==> config.mk <==
export PLATFORM = sky130hd
export DESIGN_NAME = tmean_filter
export DESIGN_NICKNAME = d
export VERILOG_FILES = /design/src/rtl/tmf_pkg.sv /design/src/rtl/tmf_mode_sel.sv /design/src/rtl/tmf_accum.sv /design/src/rtl/tmf_result.sv /design/src/rtl/tmean_filter.sv
export SDC_FILE = /design/constraint.sdc
export NUM_CORES = 1
export LEC_CHECK = 0
export ABC_CLOCK_PERIOD_IN_PS = 9800
export BUFFER_PORTS_ARGS = -buffer_cell sky130_fd_sc_hd__buf_2
export CORE_AREA = 10 10 124 126
export CTS_BUF_LIST = sky130_fd_sc_hd__clkbuf_2 sky130_fd_sc_hd__clkbuf_4 sky130_fd_sc_hd__clkbuf_8
export DETAILED_ROUTE_END_ITERATION = 8
export DIE_AREA = 0 0 134 136
export GPL_TIMING_DRIVEN = 0
export PLACE_DENSITY = 0.84
export SLEW_MARGIN = 25
export SYNTH_ARGS = -nofsm -noshare
export SYNTH_HDL_FRONTEND = slang
export SYNTH_SLANG_ARGS = --single-unit
==> constraint.sdc <==
create_clock -name clk -period 9.8 [get_ports clk]
set_input_delay 1.96 -clock clk [delete_from_list [all_inputs] [get_ports clk]]
set_output_delay 1.96 -clock clk [all_outputs]
set_load 0.02 [all_outputs]
==> src/rtl/tmf_pkg.sv <==
// Shared types and mode decoding for the trimmed-mean filter.
// Assumes the largest window is 18 samples and the largest shift is 4.
package tmf_pkg;
    localparam int MAX_WIN  = 18;
    localparam int CNT_W    = $clog2(MAX_WIN + 1);
    localparam int SHIFT_W  = 3;
    localparam int GROW_W   = 5;   // sum growth bits: 2^5 >= MAX_WIN

    typedef struct packed {
        logic [CNT_W-1:0]   win;    // samples in the window
        logic [SHIFT_W-1:0] shift;  // log2 of averaging count
        logic               trim;   // drop min and max first
    } mode_cfg_t;

    // Map a 3-bit mode code onto its window, shift and trim setting.
    function automatic mode_cfg_t decode_mode(input logic [2:0] code);
        mode_cfg_t c;
        case (code)
            3'd1:    c = '{win: CNT_W'(2),  shift: SHIFT_W'(1), trim: 1'b0};
            3'd2:    c = '{win: CNT_W'(4),  shift: SHIFT_W'(1), trim: 1'b1};
            3'd3:    c = '{win: CNT_W'(6),  shift: SHIFT_W'(2), trim: 1'b1};
            3'd4:    c = '{win: CNT_W'(10), shift: SHIFT_W'(3), trim: 1'b1};
            3'd5:    c = '{win: CNT_W'(18), shift: SHIFT_W'(4), trim: 1'b1};
            default: c = '{win: CNT_W'(1),  shift: SHIFT_W'(0), trim: 1'b0};
        endcase
        return c;
    endfunction
endpackage

==> src/rtl/tmf_mode_sel.sv <==
// Chooses the mode in force for the current sample. A bypass sample is
// treated as a one-sample window. The first sample of a window takes the
// live mode input. Later samples use the mode latched at window start.
module tmf_mode_sel
    import tmf_pkg::*;
(
    input  logic             bypass,
    input  logic [2:0]       mode_in,
    input  logic [2:0]       mode_q,
    input  logic [CNT_W-1:0] cnt_q,
    output mode_cfg_t        cfg
);
    logic [2:0] eff_mode;

    // Select the effective mode code and decode it.
    always_comb begin
        if (bypass)
            eff_mode = 3'd0;
        else if (cnt_q == '0)
            eff_mode = mode_in;
        else
            eff_mode = mode_q;
        cfg = decode_mode(eff_mode);
    end
endmodule

==> src/rtl/tmf_accum.sv <==
// Holds the running sum, minimum, maximum and sample count of the open
// window. It also exposes the values that include the incoming sample, so
// the result stage can finish in the same cycle as the last sample.
// Assumes cfg comes from tmf_mode_sel for the same sample.
module tmf_accum
    import tmf_pkg::*;
#(
    parameter int DATA_W = 15,
    parameter int SUM_W  = DATA_W + GROW_W
) (
    input  logic              clk,
    input  logic              rst_n,
    input  logic              smp_valid,
    input  logic [DATA_W-1:0] smp_data,
    input  logic              bypass,
    input  logic [2:0]        mode_in,
    input  mode_cfg_t         cfg,
    output logic [CNT_W-1:0]  cnt_q,
    output logic [2:0]        mode_q,
    output logic [SUM_W-1:0]  sum_n,
    output logic [DATA_W-1:0] min_n,
    output logic [DATA_W-1:0] max_n,
    output logic              last
);
    logic [SUM_W-1:0]  sum_q;
    logic [DATA_W-1:0] min_q, max_q;
    logic [CNT_W-1:0]  cnt_base;
    logic              first;
    logic [SUM_W-1:0]  smp_ext;

    // Fold the incoming sample into the window's running statistics.
    always_comb begin
        first    = (cnt_q == '0) || bypass;
        cnt_base = first ? '0 : cnt_q;
        smp_ext  = {{(SUM_W-DATA_W){1'b0}}, smp_data};
        sum_n    = first ? smp_ext  : sum_q + smp_ext;
        min_n    = (first || smp_data < min_q) ? smp_data : min_q;
        max_n    = (first || smp_data > max_q) ? smp_data : max_q;
        last     = smp_valid && ((cnt_base + CNT_W'(1)) == cfg.win);
    end

    // Register the window state on each accepted sample.
    always_ff @(posedge clk) begin
        if (!rst_n) begin
            cnt_q  <= '0;
            mode_q <= 3'd0;
            sum_q  <= '0;
            min_q  <= '0;
            max_q  <= '0;
        end else if (smp_valid) begin
            cnt_q <= last ? '0 : cnt_base + CNT_W'(1);
            sum_q <= sum_n;
            min_q <= min_n;
            max_q <= max_n;
            if (first && !bypass)
                mode_q <= mode_in;
        end
    end
endmodule

==> src/rtl/tmf_result.sv <==
// Forms the filtered value when a window closes: it removes the extremes
// if the mode trims, shifts right and truncates, then registers the value
// with a one-cycle valid pulse. Assumes sum >= min + max whenever trimming.
module tmf_result
    import tmf_pkg::*;
#(
    parameter int DATA_W = 15,
    parameter int SUM_W  = DATA_W + GROW_W
) (
    input  logic              clk,
    input  logic              rst_n,
    input  logic              last,
    input  mode_cfg_t         cfg,
    input  logic [SUM_W-1:0]  sum_n,
    input  logic [DATA_W-1:0] min_n,
    input  logic [DATA_W-1:0] max_n,
    output logic              res_valid,
    output logic [DATA_W-1:0] res_data
);
    logic [SUM_W-1:0] trimmed;
    logic [SUM_W-1:0] scaled;

    // Remove the extremes when trimming, then divide by a power of two.
    always_comb begin
        trimmed = cfg.trim
                ? sum_n - {{(SUM_W-DATA_W){1'b0}}, min_n}
                        - {{(SUM_W-DATA_W){1'b0}}, max_n}
                : sum_n;
        scaled  = trimmed >> cfg.shift;
    end

    // Register the result and its valid pulse.
    always_ff @(posedge clk) begin
        if (!rst_n) begin
            res_valid <= 1'b0;
            res_data  <= '0;
        end else begin
            res_valid <= last;
            if (last)
                res_data <= scaled[DATA_W-1:0];
        end
    end
endmodule

==> src/rtl/tmean_filter.sv <==
// Top level of the trimmed-mean filter for one sensor. It connects the
// mode selector, the window accumulator and the result stage. A result
// appears one cycle after the sample that closes its window.
module tmean_filter
    import tmf_pkg::*;
#(
    parameter int DATA_W = 15
) (
    input  logic              clk,
    input  logic              rst_n,
    input  logic              smp_valid,
    input  logic [DATA_W-1:0] smp_data,
    input  logic [2:0]        mode,
    input  logic              bypass,
    output logic              res_valid,
    output logic [DATA_W-1:0] res_data
);
    localparam int SUM_W = DATA_W + GROW_W;

    mode_cfg_t         cfg;
    logic [CNT_W-1:0]  cnt_q;
    logic [2:0]        mode_q;
    logic [SUM_W-1:0]  sum_n;
    logic [DATA_W-1:0] min_n, max_n;
    logic              last;

    tmf_mode_sel i_sel (
        .bypass (bypass),
        .mode_in(mode),
        .mode_q (mode_q),
        .cnt_q  (cnt_q),
        .cfg    (cfg)
    );

    tmf_accum #(.DATA_W(DATA_W), .SUM_W(SUM_W)) i_acc (
        .clk      (clk),
        .rst_n    (rst_n),
        .smp_valid(smp_valid),
        .smp_data (smp_data),
        .bypass   (bypass),
        .mode_in  (mode),
        .cfg      (cfg),
        .cnt_q    (cnt_q),
        .mode_q   (mode_q),
        .sum_n    (sum_n),
        .min_n    (min_n),
        .max_n    (max_n),
        .last     (last)
    );

    tmf_result #(.DATA_W(DATA_W), .SUM_W(SUM_W)) i_res (
        .clk      (clk),
        .rst_n    (rst_n),
        .last     (last),
        .cfg      (cfg),
        .sum_n    (sum_n),
        .min_n    (min_n),
        .max_n    (max_n),
        .res_valid(res_valid),
        .res_data (res_data)
    );
endmodule

After elaboration in Yosys (flattened, before gate mapping)
Index checks and enable logic that the tools add are counted.
{ "word_totals": {"register_bits": 74, "in_bits": 22, "output_inout_bits": 16, "elab_cells": 37} }
{ "op_classes": {"addsub": 4, "order_cmp": 2, "n_eq_ne": 6, "shift": 1, "mux": 9, "reduce_logical": 8} }
{ "op_table": {"columns": ["cell", "count"], "rows": [
  ["9-bit one-hot mux with 5 select lines", 1],
  ["20-bit 2-to-1 mux", 2],
  ["20-bit by 15-bit subtractor with 20-bit output", 2],
  ["15-bit 2-to-1 mux", 2],
  ["20-bit by 15-bit adder with 20-bit output", 1],
  ["20-bit by 3-bit >> shifter with 15-bit output", 1],
  ["15-bit greater-than comparator", 1],
  ["15-bit < comparator", 1],
  ["5-bit 2-to-1 mux", 2],
  ["3-bit by 2-bit equality test with 1-bit output (second input constant)", 2],
  ["3-bit equality test (second input constant)", 2],
  ["3-bit 2-to-1 mux", 2],
  ["5-bit by 1-bit adder with 5-bit output (second input constant)", 1],
  ["5-bit equality test", 1],
  ["5-bit zero test", 1],
  ["3-bit by 1-bit equality test with 1-bit output (second input constant)", 1],
  ["1-bit logical OR", 3],
  ["1-bit logical AND", 2],
  ["2-bit AND reduction", 1],
  ["1-bit zero test", 1]
]} }

Depth between registers and ports, before layout
Gate-level depths: netlist of the first run.
{ "depth": {"word_depth": 8, "depth_mapped": 26} }

Modules after synthesis
From an unflattened synthesis of the first run, not the netlist that was laid out.
{ "hier_totals": {"cells_unflattened": 1054, "area_unflattened_um2": 8202.9} }
{ "modules_own_cells": {"columns": ["mod", "n_inst", "cells_per_inst", "area_each_um2"], "rows": [
  ["tmf_accum", 1, 607, 4794.6],
  ["tmf_result", 1, 413, 3159.3],
  ["tmf_mode_sel", 1, 34, 249.0]
]} }

Worst setup path after synthesis of the first run
OpenSTA, ideal clock, no wires.
{ "synth_timing": {"path_kind": "input -> register", "start": "in smp_data[1]", "end": "reg i_res.res_data[13]", "setup_time_ps": 74, "arrival_ps": 6796, "required_time_ps": 9726, "setup_slack_ps": 2929, "path_stages": 23, "n_path_buf": 1, "cell_sequence": "ha_1 -> nor2b_1 -> o21a_1 -> o21a_1 -> o21a_1 -> o21ai_0 -> a21oi_1 -> o21ai_0 -> nand2_1 -> a21oi_1 -> buf_2 -> mux2i_1 -> fa_1 -> ha_1 -> or4_1 -> o21ai_0 -> a31oi_1 -> a31o_2 -> xnor2_1 -> and2_1 -> a31oi_2 -> a22oi_1 -> a31oi_1"} }
{ "synth_via": {"elab_chain_len": 7, "word_cells_on_any_way": 12, "cone_classes": "add/sub: 3; order compare: 2; shift: 1; mux: 4; reduce/logical: 2"} }
{ "synth_rtl": {"columns": ["item", "line_no", "source"], "rows": [
  ["start, declared", "tmean_filter.sv:12", "input logic [DATA_W-1:0] smp_data,"],
  ["branches (longest 5 deep; another with 20-bit by 15-bit adder with 20-bit output)", null, null],
  ["20-bit 2-to-1 mux *", "tmf_result.sv:26", "? sum_n - {{(SUM_W-DATA_W){1'b0}}, min_n}"],
  ["20-bit by 3-bit >> shifter with 15-bit output *", "tmf_result.sv:29", "scaled = trimmed >> cfg.shift;"],
  ["end signal, assigned", "tmf_result.sv:40", "res_data <= scaled[DATA_W-1:0];"],
  ["end, declared", "tmf_result.sv:18", "output logic [DATA_W-1:0] res_data"]
]} }
Mark *: on every way between the ends.
A chain may end at the register's enable or synchronous reset.

Worst setup path in the final report of the first run
{ "layout_timing": {"start": "in bypass", "end": "reg i_res.res_data[13]"} }
{ "layout_via": {"elab_chain_len": 7, "word_cells_on_any_way": 21, "cone_classes": "add/sub: 3; eq/ne: 6; shift: 1; mux: 7; reduce/logical: 4"} }
{ "layout_rtl": {"columns": ["item", "line_no", "source"], "rows": [
  ["start, declared", "tmean_filter.sv:14", "input logic bypass,"],
  ["1-bit logical OR", "tmf_accum.sv:33", "first = (cnt_q == '0) || bypass;"],
  ["1-bit logical OR", "tmf_accum.sv:37", "min_n = (first || smp_data < min_q) ? smp_data : min_q;"],
  ["15-bit 2-to-1 mux", "tmf_accum.sv:37", null],
  ["20-bit by 15-bit subtractor with 20-bit output", "tmf_result.sv:26", null],
  ["20-bit by 15-bit subtractor with 20-bit output", "tmf_result.sv:27", "- {{(SUM_W-DATA_W){1'b0}}, max_n}"],
  ["20-bit 2-to-1 mux", "tmf_result.sv:26", null],
  ["20-bit by 3-bit >> shifter with 15-bit output", "tmf_result.sv:29", null]
]} }
Parallel ways exist; a longest one is shown, timed or not.

==> run_summary.xml, run 1 <==
<?xml version="1.0" encoding="UTF-8"?>
<metrics>
  <group name="run_status">
    <metric name="result_of_the_run" unit="">finished clean</metric>
  </group>
  <group name="final_layout">
    <metric name="final_layout_size_suffix_gt1_frac" unit="">0.09353</metric>
    <metric name="fillCellCount" unit="">1173</metric>
    <metric name="post_route_cell_area" unit="mm²">0.007833</metric>
    <metric name="final_core_utilization" unit="">0.6034</metric>
    <metric name="n_antenna_cell" unit="">0</metric>
    <metric name="finalNonFillerCells" unit="">1149</metric>
    <metric name="fin_nets" unit="">1067</metric>
    <metric name="area_delta_synth_final" unit="%">8.230</metric>
  </group>
  <group name="synth">
    <metric name="synthesis.nets" unit="">1021</metric>
    <metric name="synthDominantCellAreaShare" unit="">0.2019</metric>
    <metric name="number_of_warnings_printed_during_yosys_synthesis" unit="">0</metric>
    <metric name="unique_masters_post_synth" unit="">79</metric>
    <metric name="postSynth.asyncResetShare" unit="">0</metric>
    <metric name="synth.avg_cell_area" unit="µm²">7.849</metric>
    <metric name="synth_top_flop_cell" unit="">dfxtp_1</metric>
    <metric name="seq_area_frac_synth" unit="">0.2019</metric>
    <metric name="syn_area" unit="mm²">0.007237</metric>
    <metric name="synth.ff_latch_count" unit="">73</metric>
    <metric name="synth_edf_count" unit="">0</metric>
    <metric name="post_synth_inst_count" unit="">922</metric>
    <metric name="synth.largest_area_cell" unit="">dfxtp_1</metric>
    <metric name="yosys-top-cells-area" unit="">dfxtp_1 20%, ha_1 11%, mux2i_1 8.9%, nand2_1 5.1%, o21ai_0 5.0%</metric>
  </group>
  <group name="route">
    <metric name="detail_route.drc_violations" unit="">0</metric>
    <metric name="route.vias.total" unit="">7219</metric>
    <metric name="route.detailed.wl_per_inst" unit="µm">18.35</metric>
    <metric name="avgViaCountPerCell" unit="">6.283</metric>
    <metric name="routed_wirelength" unit="mm">21.08</metric>
    <metric name="dr.pass1.iters" unit="">6</metric>
    <metric name="drtIter0Drc" unit="">712</metric>
    <metric name="route.antenna.remaining_nets" unit="">0</metric>
  </group>
  <group name="timing">
    <metric name="post-route-worst-setup-slack" unit="ns">2.170</metric>
    <metric name="max_slew.worst_pin.slew" unit="ns">0.9537</metric>
    <metric name="fin_tns_setup" unit="ns">0</metric>
    <metric name="timing.final.hold_violations" unit="">0</metric>
    <metric name="finalCriticalPeriod" unit="ns">7.630</metric>
    <metric name="period_share" unit="">0.7786</metric>
    <metric name="achievable-frequency" unit="GHz">0.1311</metric>
    <metric name="timing.slew.headroom" unit="">0.3642</metric>
    <metric name="hold-worst-slack" unit="ns">0.4720</metric>
    <metric name="final-max-slew-violation-count" unit="">0</metric>
    <metric name="rsz0062_at_grt" unit="">no</metric>
    <metric name="final.setup_skew" unit="ns">0.01323</metric>
    <metric name="setup-violations-final" unit="">0</metric>
  </group>
  <group name="cts">
    <metric name="clk_root_buffer_cell" unit="">clkbuf_8</metric>
    <metric name="clkLatencyLatePin" unit="ns">0.38</metric>
    <metric name="cts.clk_slew.worst_paths" unit="ns">0.08</metric>
    <metric name="post_cts.resized_instances" unit="">0</metric>
    <metric name="cts-htree-levels" unit="">3</metric>
    <metric name="cts-hold-fix-buffers" unit="">0</metric>
    <metric name="tritoncts_num_sinks" unit="">73</metric>
    <metric name="cts_max_path_buffers" unit="">2</metric>
    <metric name="postCtsSetupBuffers" unit="">0</metric>
    <metric name="cts_inserted_buffers" unit="">9</metric>
    <metric name="tritoncts_clock_tree" unit="">done</metric>
  </group>
  <group name="global_routing">
    <metric name="grt_overflow_total" unit="">0</metric>
    <metric name="wire_length_of_the_first_global_routing_pass" unit="mm">33.92</metric>
    <metric name="grt_start_max_net_pins" unit="">12</metric>
    <metric name="first_global_vias" unit="">6830</metric>
    <metric name="antenna_found_initial" unit="">0</metric>
    <metric name="globalRouteTotalUtil" unit="">0.2286</metric>
  </group>
  <group name="setup_path">
    <metric name="worstSetupEndpointType" unit="">flip-flop</metric>
    <metric name="critical_path_at" unit="ns">7.94</metric>
    <metric name="critPathMaxFanout" unit="">10</metric>
    <metric name="timing.critical_path.from_type" unit="">input pin</metric>
    <metric name="critical_path_required" unit="ns">10.11</metric>
    <metric name="timing.setup.critical_path_class" unit="">input pin to flip-flop</metric>
  </group>
  <group name="worst_hold_path">
    <metric name="worst_hold_path_type" unit="">flip-flop to flip-flop</metric>
  </group>
  <group name="die">
    <metric name="initial_utilization" unit="">0.5575</metric>
    <metric name="dieWidth" unit="µm">134</metric>
    <metric name="rows" unit="">42</metric>
    <metric name="core_area" unit="mm²">0.01298</metric>
    <metric name="fp.dieArea" unit="mm²">0.01822</metric>
    <metric name="io_pins" unit="">38</metric>
    <metric name="die_height" unit="µm">136</metric>
  </group>
  <group name="placement">
    <metric name="dp.final_hpwl" unit="mm">16.38</metric>
    <metric name="numPlacedInstances" unit="">1133</metric>
    <metric name="port_buffers" unit="">35</metric>
    <metric name="globalplace.congestion" unit="">0.9821</metric>
    <metric name="placed_cell_area" unit="mm²">0.007632</metric>
    <metric name="place_ws" unit="ns">1.949</metric>
  </group>
  <group name="job">
    <metric name="maxCapViolations" unit="">0</metric>
  </group>
  <group name="power_and_ir_drop">
    <metric name="total_power" unit="mW">1.223</metric>
    <metric name="vdd.ir_drop.worst" unit="mV">0.07455</metric>
    <metric name="power_density" unit="mW/mm²">156.1</metric>
    <metric name="cellLeakagePower" unit="nW">3.309</metric>
  </group>
</metrics>
synth_stat cells, types with 7 or more instances:
master and instances:
nor2b_1 40, buf_2 12, o21ai_0 73, mux2i_1 64, a21oi_1 60, ha_1 61, dfxtp_1 73, nand2_1 99
o211a_1 10, nand2b_1 9, nor3_1 12, a31oi_1 17, a21o_1 13, nand3_1 35, o22ai_1 9, xnor2_1 18
xor2_1 8, or3_1 7, o211ai_1 14, clkbuf_1 26, o21a_1 12, fa_1 16, inv_1 59, nor2_1 54
and2_1 11, a211oi_1 8
power by group:
group          leakage [nW]  switching (mW)  internal [mW]
Sequential            0.601          0.0159          0.322
Combinational          2.60           0.384          0.247
Clock                 0.108           0.121          0.133
layout by cell type, fill, tap and decap left out, types with 13 or more instances in the layout:
cell type	Yosys	final
nand3_1	35	35
o211ai_1	14	14
nor2b_1	40	40
nor2_1	54	54
mux2i_1	64	64
dfxtp_1	73	73
xnor2_1	18	18
a31oi_1	17	17
fa_1	16	16
clkbuf_1	26	26
ha_1	61	61
a21oi_1	60	60
inv_1	59	59
buf_2	12	47
a21o_1	13	13
o21ai_0	73	73
nand2_1	99	99
flip-flops by register name, summed over array words and instances, names as in the netlist:
name	count
i_acc.cnt_q	5
i_acc.max_q	15
i_acc.min_q	15
i_acc.mode_q	3
i_acc.sum_q	19
i_res.res_data	15
i_res.res_valid	1
worst paths after layout:
check                    startpoint                 end  slack (ns)  cells past startpoint
setup / recovery             bypass  i_res.res_data[13]        2.17                     20
hold / removal    i_res.res_data[9]   i_res.res_data[9]        0.47                      2
setup reg to reg     i_acc.cnt_q[2]  i_res.res_data[13]        3.49                     19
hold reg to reg   i_res.res_data[9]   i_res.res_data[9]        0.47                      2
kinds of logic after synthesis:
family                     Yosys count  synth area share
muxes                               71            0.1015
buffers and inverters              105           0.05965
and+or+nand+nor                    294            0.1995
DFF                                 73            0.2019
xor gates and xnor gates            26           0.03147
adders and majority gates           77            0.1497
AOI/OAI and AO/OA                  276            0.2562
metal layers:
layer,share of wire,vias to the layer above,track usage,wire [µm]
li1,-,3422,-,-
met3,0.076,57,0.03801,1604
met5,0,-,0,0
met2,0.47,324,0.3860,9883
met4,0.039,0,0.1022,813
met1,0.42,3416,0.2804,8783
area by class of cell:
| class | instances | area (µm²) | area share |
|---|---|---|---|
| clock buffers | 13 | 160.2 | 0.02045 |
| plain buffers | 45 | 206.4 | 0.02636 |
| clock inverters | 3 | 40.04 | 0.005112 |
| inverters | 60 | 225.2 | 0.02875 |
| flip-flops and latches | 73 | 1461 | 0.1866 |
| well taps | 176 | 220.2 | 0.02811 |
| multi-input cells | 744 | 5344 | 0.6823 |
| repair buffers | 35 | 175.2 | 0.02236 |
critical path, cell delays in order:
cell and delay, ns:
buf_2 0.14, clkbuf_1 0.24, a21oi_1 0.80, buf_2 0.41, o21ai_0 0.18, o21ai_0 0.10
buf_1 0.54, buf_2 0.39, mux2i_1 0.28, fa_1 0.46, ha_1 0.27, or4_1 0.53
o21ai_0 0.28, a31oi_1 0.25, a31o_2 0.31, xnor2_1 0.13, and2_1 0.18, a31oi_2 0.19
a22oi_1 0.10, a31oi_1 0.18
(Power assumes the default switching activity.)
==> run 2, diff against run 1 <==
Settings changed: ABC_CLOCK_PERIOD_IN_PS 9800 to 6400, PLACE_DENSITY 0.84 to 0.87.
Clock period 9.8 ns to 6.4 ns, I/O delays scaled along.
==> run 2 against run 1 <==
Non-clock buffer count grew 1. Global-route usage grew 0.18 points. Clock power grew 76%. Critical path depth up 3. Routed wire length rose by 2.5%.
==> run_summary.xml, run 2 (synthesis gave the netlist of run 1 again) <==
<?xml version="1.0" encoding="UTF-8"?>
<metrics>
  <group name="die">
    <metric name="die_height" unit="µm">136</metric>
    <metric name="core_area" unit="mm²">0.01298</metric>
    <metric name="io_pins" unit="">38</metric>
    <metric name="initial_utilization" unit="">0.5575</metric>
    <metric name="dieWidth" unit="µm">134</metric>
    <metric name="fp.dieArea" unit="mm²">0.01822</metric>
    <metric name="rows" unit="">42</metric>
  </group>
  <group name="power_and_ir_drop">
    <metric name="cellLeakagePower" unit="nW">3.344</metric>
    <metric name="total_power" unit="mW">1.963</metric>
    <metric name="vdd.ir_drop.worst" unit="mV">0.1391</metric>
    <metric name="power_density" unit="mW/mm²">246.0</metric>
  </group>
  <group name="setup_path">
    <metric name="critPathMaxStageDelay" unit="ns">0.56</metric>
    <metric name="critPathMaxFanout" unit="">10</metric>
    <metric name="critical_path_at" unit="ns">6.39</metric>
    <metric name="timing.critical_path.from_type" unit="">input pin</metric>
    <metric name="worstSetupEndpointType" unit="">flip-flop</metric>
    <metric name="cp_cell_instances" unit="">buf_2, ha_1, a21o_1, a21o_1, a21o_1, a21oi_1, o211ai_1, a31oi_2, o21ai_0, buf_2, clkbuf_4, mux2i_1, fa_1, ha_1, or4_1, o21ai_2, a31oi_2, a31o_2, xnor2_1, and2_1, a31oi_2, a22oi_1, a31oi_1</metric>
    <metric name="timing.setup.critical_path_class" unit="">input pin to flip-flop</metric>
    <metric name="cpMaxStageDelayCell" unit="">or4_1</metric>
    <metric name="path_buf_inv" unit="">3</metric>
    <metric name="crit_family" unit="">compound AO/OA/AOI/OAI gates</metric>
    <metric name="critical_path_required" unit="ns">6.64</metric>
  </group>
  <group name="route">
    <metric name="dr.pass1.iters" unit="">5</metric>
    <metric name="route.detailed.wl_per_inst" unit="µm">18.77</metric>
    <metric name="avgViaCountPerCell" unit="">6.293</metric>
    <metric name="route.antenna.remaining_nets" unit="">0</metric>
    <metric name="drtIter0Drc" unit="">837</metric>
    <metric name="routed_wirelength" unit="mm">21.60</metric>
    <metric name="detail_route.drc_violations" unit="">0</metric>
    <metric name="route.vias.total" unit="">7243</metric>
  </group>
  <group name="final_layout">
    <metric name="fin_nets" unit="">1068</metric>
    <metric name="finalNonFillerCells" unit="">1151</metric>
    <metric name="final_core_utilization" unit="">0.6148</metric>
    <metric name="area_delta_synth_final" unit="%">10.27</metric>
    <metric name="final_cell_mix" unit="">99 x nand2_1, 73 x dfxtp_1, 70 x o21ai_0, 61 x mux2i_1</metric>
    <metric name="mostFrequentLayoutCell" unit="">nand2_1</metric>
    <metric name="top_register" unit="">i_acc.sum_q</metric>
    <metric name="largest_reg_flops" unit="">19</metric>
    <metric name="final_layout_size_suffix_gt1_frac" unit="">0.1119</metric>
  </group>
  <group name="global_routing">
    <metric name="grt_overflow_total" unit="">0</metric>
    <metric name="antenna_found_initial" unit="">0</metric>
    <metric name="first_global_vias" unit="">6758</metric>
    <metric name="grt_start_max_net_pins" unit="">12</metric>
    <metric name="wire_length_of_the_first_global_routing_pass" unit="mm">34.18</metric>
    <metric name="globalRouteTotalUtil" unit="">0.2303</metric>
  </group>
  <group name="timing">
    <metric name="finalCriticalPeriod" unit="ns">6.150</metric>
    <metric name="achievable-frequency" unit="GHz">0.1626</metric>
    <metric name="final.setup_skew" unit="ns">0.01261</metric>
    <metric name="hold-worst-slack" unit="ns">0.4789</metric>
    <metric name="max_slew.worst_pin.slew" unit="ns">0.9798</metric>
    <metric name="setup-violations-final" unit="">0</metric>
    <metric name="post-route-worst-setup-slack" unit="ns">0.2502</metric>
    <metric name="final-max-slew-violation-count" unit="">0</metric>
    <metric name="timing.slew.headroom" unit="">0.3418</metric>
    <metric name="period_share" unit="">0.9609</metric>
    <metric name="timing.final.hold_violations" unit="">0</metric>
  </group>
  <group name="cts">
    <metric name="cts-htree-levels" unit="">3</metric>
    <metric name="clk_root_buffer_cell" unit="">clkbuf_8</metric>
    <metric name="tritoncts_num_sinks" unit="">73</metric>
    <metric name="clkLatencyLatePin" unit="ns">0.39</metric>
    <metric name="tritoncts_clock_tree" unit="">done</metric>
    <metric name="cts_max_path_buffers" unit="">2</metric>
    <metric name="cts_inserted_buffers" unit="">9</metric>
    <metric name="cts.clk_slew.worst_paths" unit="ns">0.07</metric>
  </group>
  <group name="placement">
    <metric name="numPlacedInstances" unit="">1133</metric>
    <metric name="globalplace.congestion" unit="">0.9642</metric>
    <metric name="place_ws" unit="ns">-0.8117</metric>
    <metric name="dp.final_hpwl" unit="mm">16.35</metric>
    <metric name="port_buffers" unit="">35</metric>
  </group>
  <group name="run_status">
    <metric name="result_of_the_run" unit="">finished clean</metric>
  </group>
  <group name="worst_hold_path">
    <metric name="worst_hold_path_type" unit="">flip-flop to flip-flop</metric>
  </group>
  <group name="job">
    <metric name="maxCapViolations" unit="">0</metric>
  </group>
</metrics>
run 2: cell count changes in the layout (fill, tap and decap cells not counted), moves of 3 or more:
cell,change
a31oi_1,-3
o21ai_0,-3
mux2i_2,+3
a31oi_2,+3
mux2i_1,-3
a21oi_1,-4
run 2: final timing paths:
kind / startpoint / to / slack [ns] / cells past startpoint
min: i_res.res_data[9] / i_res.res_data[9] / 0.48 / 2
min reg2reg: i_res.res_data[9] / i_res.res_data[9] / 0.48 / 2
max reg2reg: i_acc.cnt_q[2] / i_res.res_data[13] / 0.89 / 19
max: smp_data[1] / i_res.res_data[13] / 0.25 / 23
run 2: stage by stage:
stage	instance area [µm²]	setup TNS, ns
6_report	7980	0
5_1_grt	7978	-0.01549
4_1_cts	7893	0
3_5_place_dp	7632	-7.938
3_3_place_gp	7632	-6.707
2_1_floorplan	7237	0
run 2: power by group:
| part | switching, mW | internal, mW |
|---|---|---|
| sequential | 0.0250 | 0.493 |
| combinational | 0.605 | 0.394 |
| clock | 0.192 | 0.254 |
| total | 0.822 | 1.14 |
run 2: final cells by class:
class	count	area [µm²]
fill	1156	5000
tap	176	220.2
sequential	73	1461
clock inverter	2	60.06
buffer	45	216.5
timing repair buffer	36	182.7
multi-input combinational	744	5438
clock buffer	14	173.9
antenna	1	2.502
inverter	60	225.2
run 2: what timing repair did:
action	4_1_cts	5_1_grt
pin swaps	1	1
setup endpoints to repair	13	8
setup buffers	1	0
endpoints found under the hold margin	0	0
hold buffers	0	0
resized for setup	5	20
run 2: metal layers:
layer	vias up	wire length [µm]	global-route usage
met2	360	10080	0.3822
met1	3379	8822	0.2849
li1	3431	-	-
met5	-	0	0
met3	73	1840	0.03985
met4	0	859	0.1088
run 2: worst register-to-register path: cells and delay by family, from the launching register on:
family	cells	cell delay [ns]
XOR/XNOR	1	0.22
buffers and inverters	3	0.74
AND/OR/NAND/NOR	3	1.51
flip-flops	1	0.38
multiplexers	1	0.22
AO/OA/AOI/OAI	9	1.54
adder cells (fa/ha/maj)	2	0.76
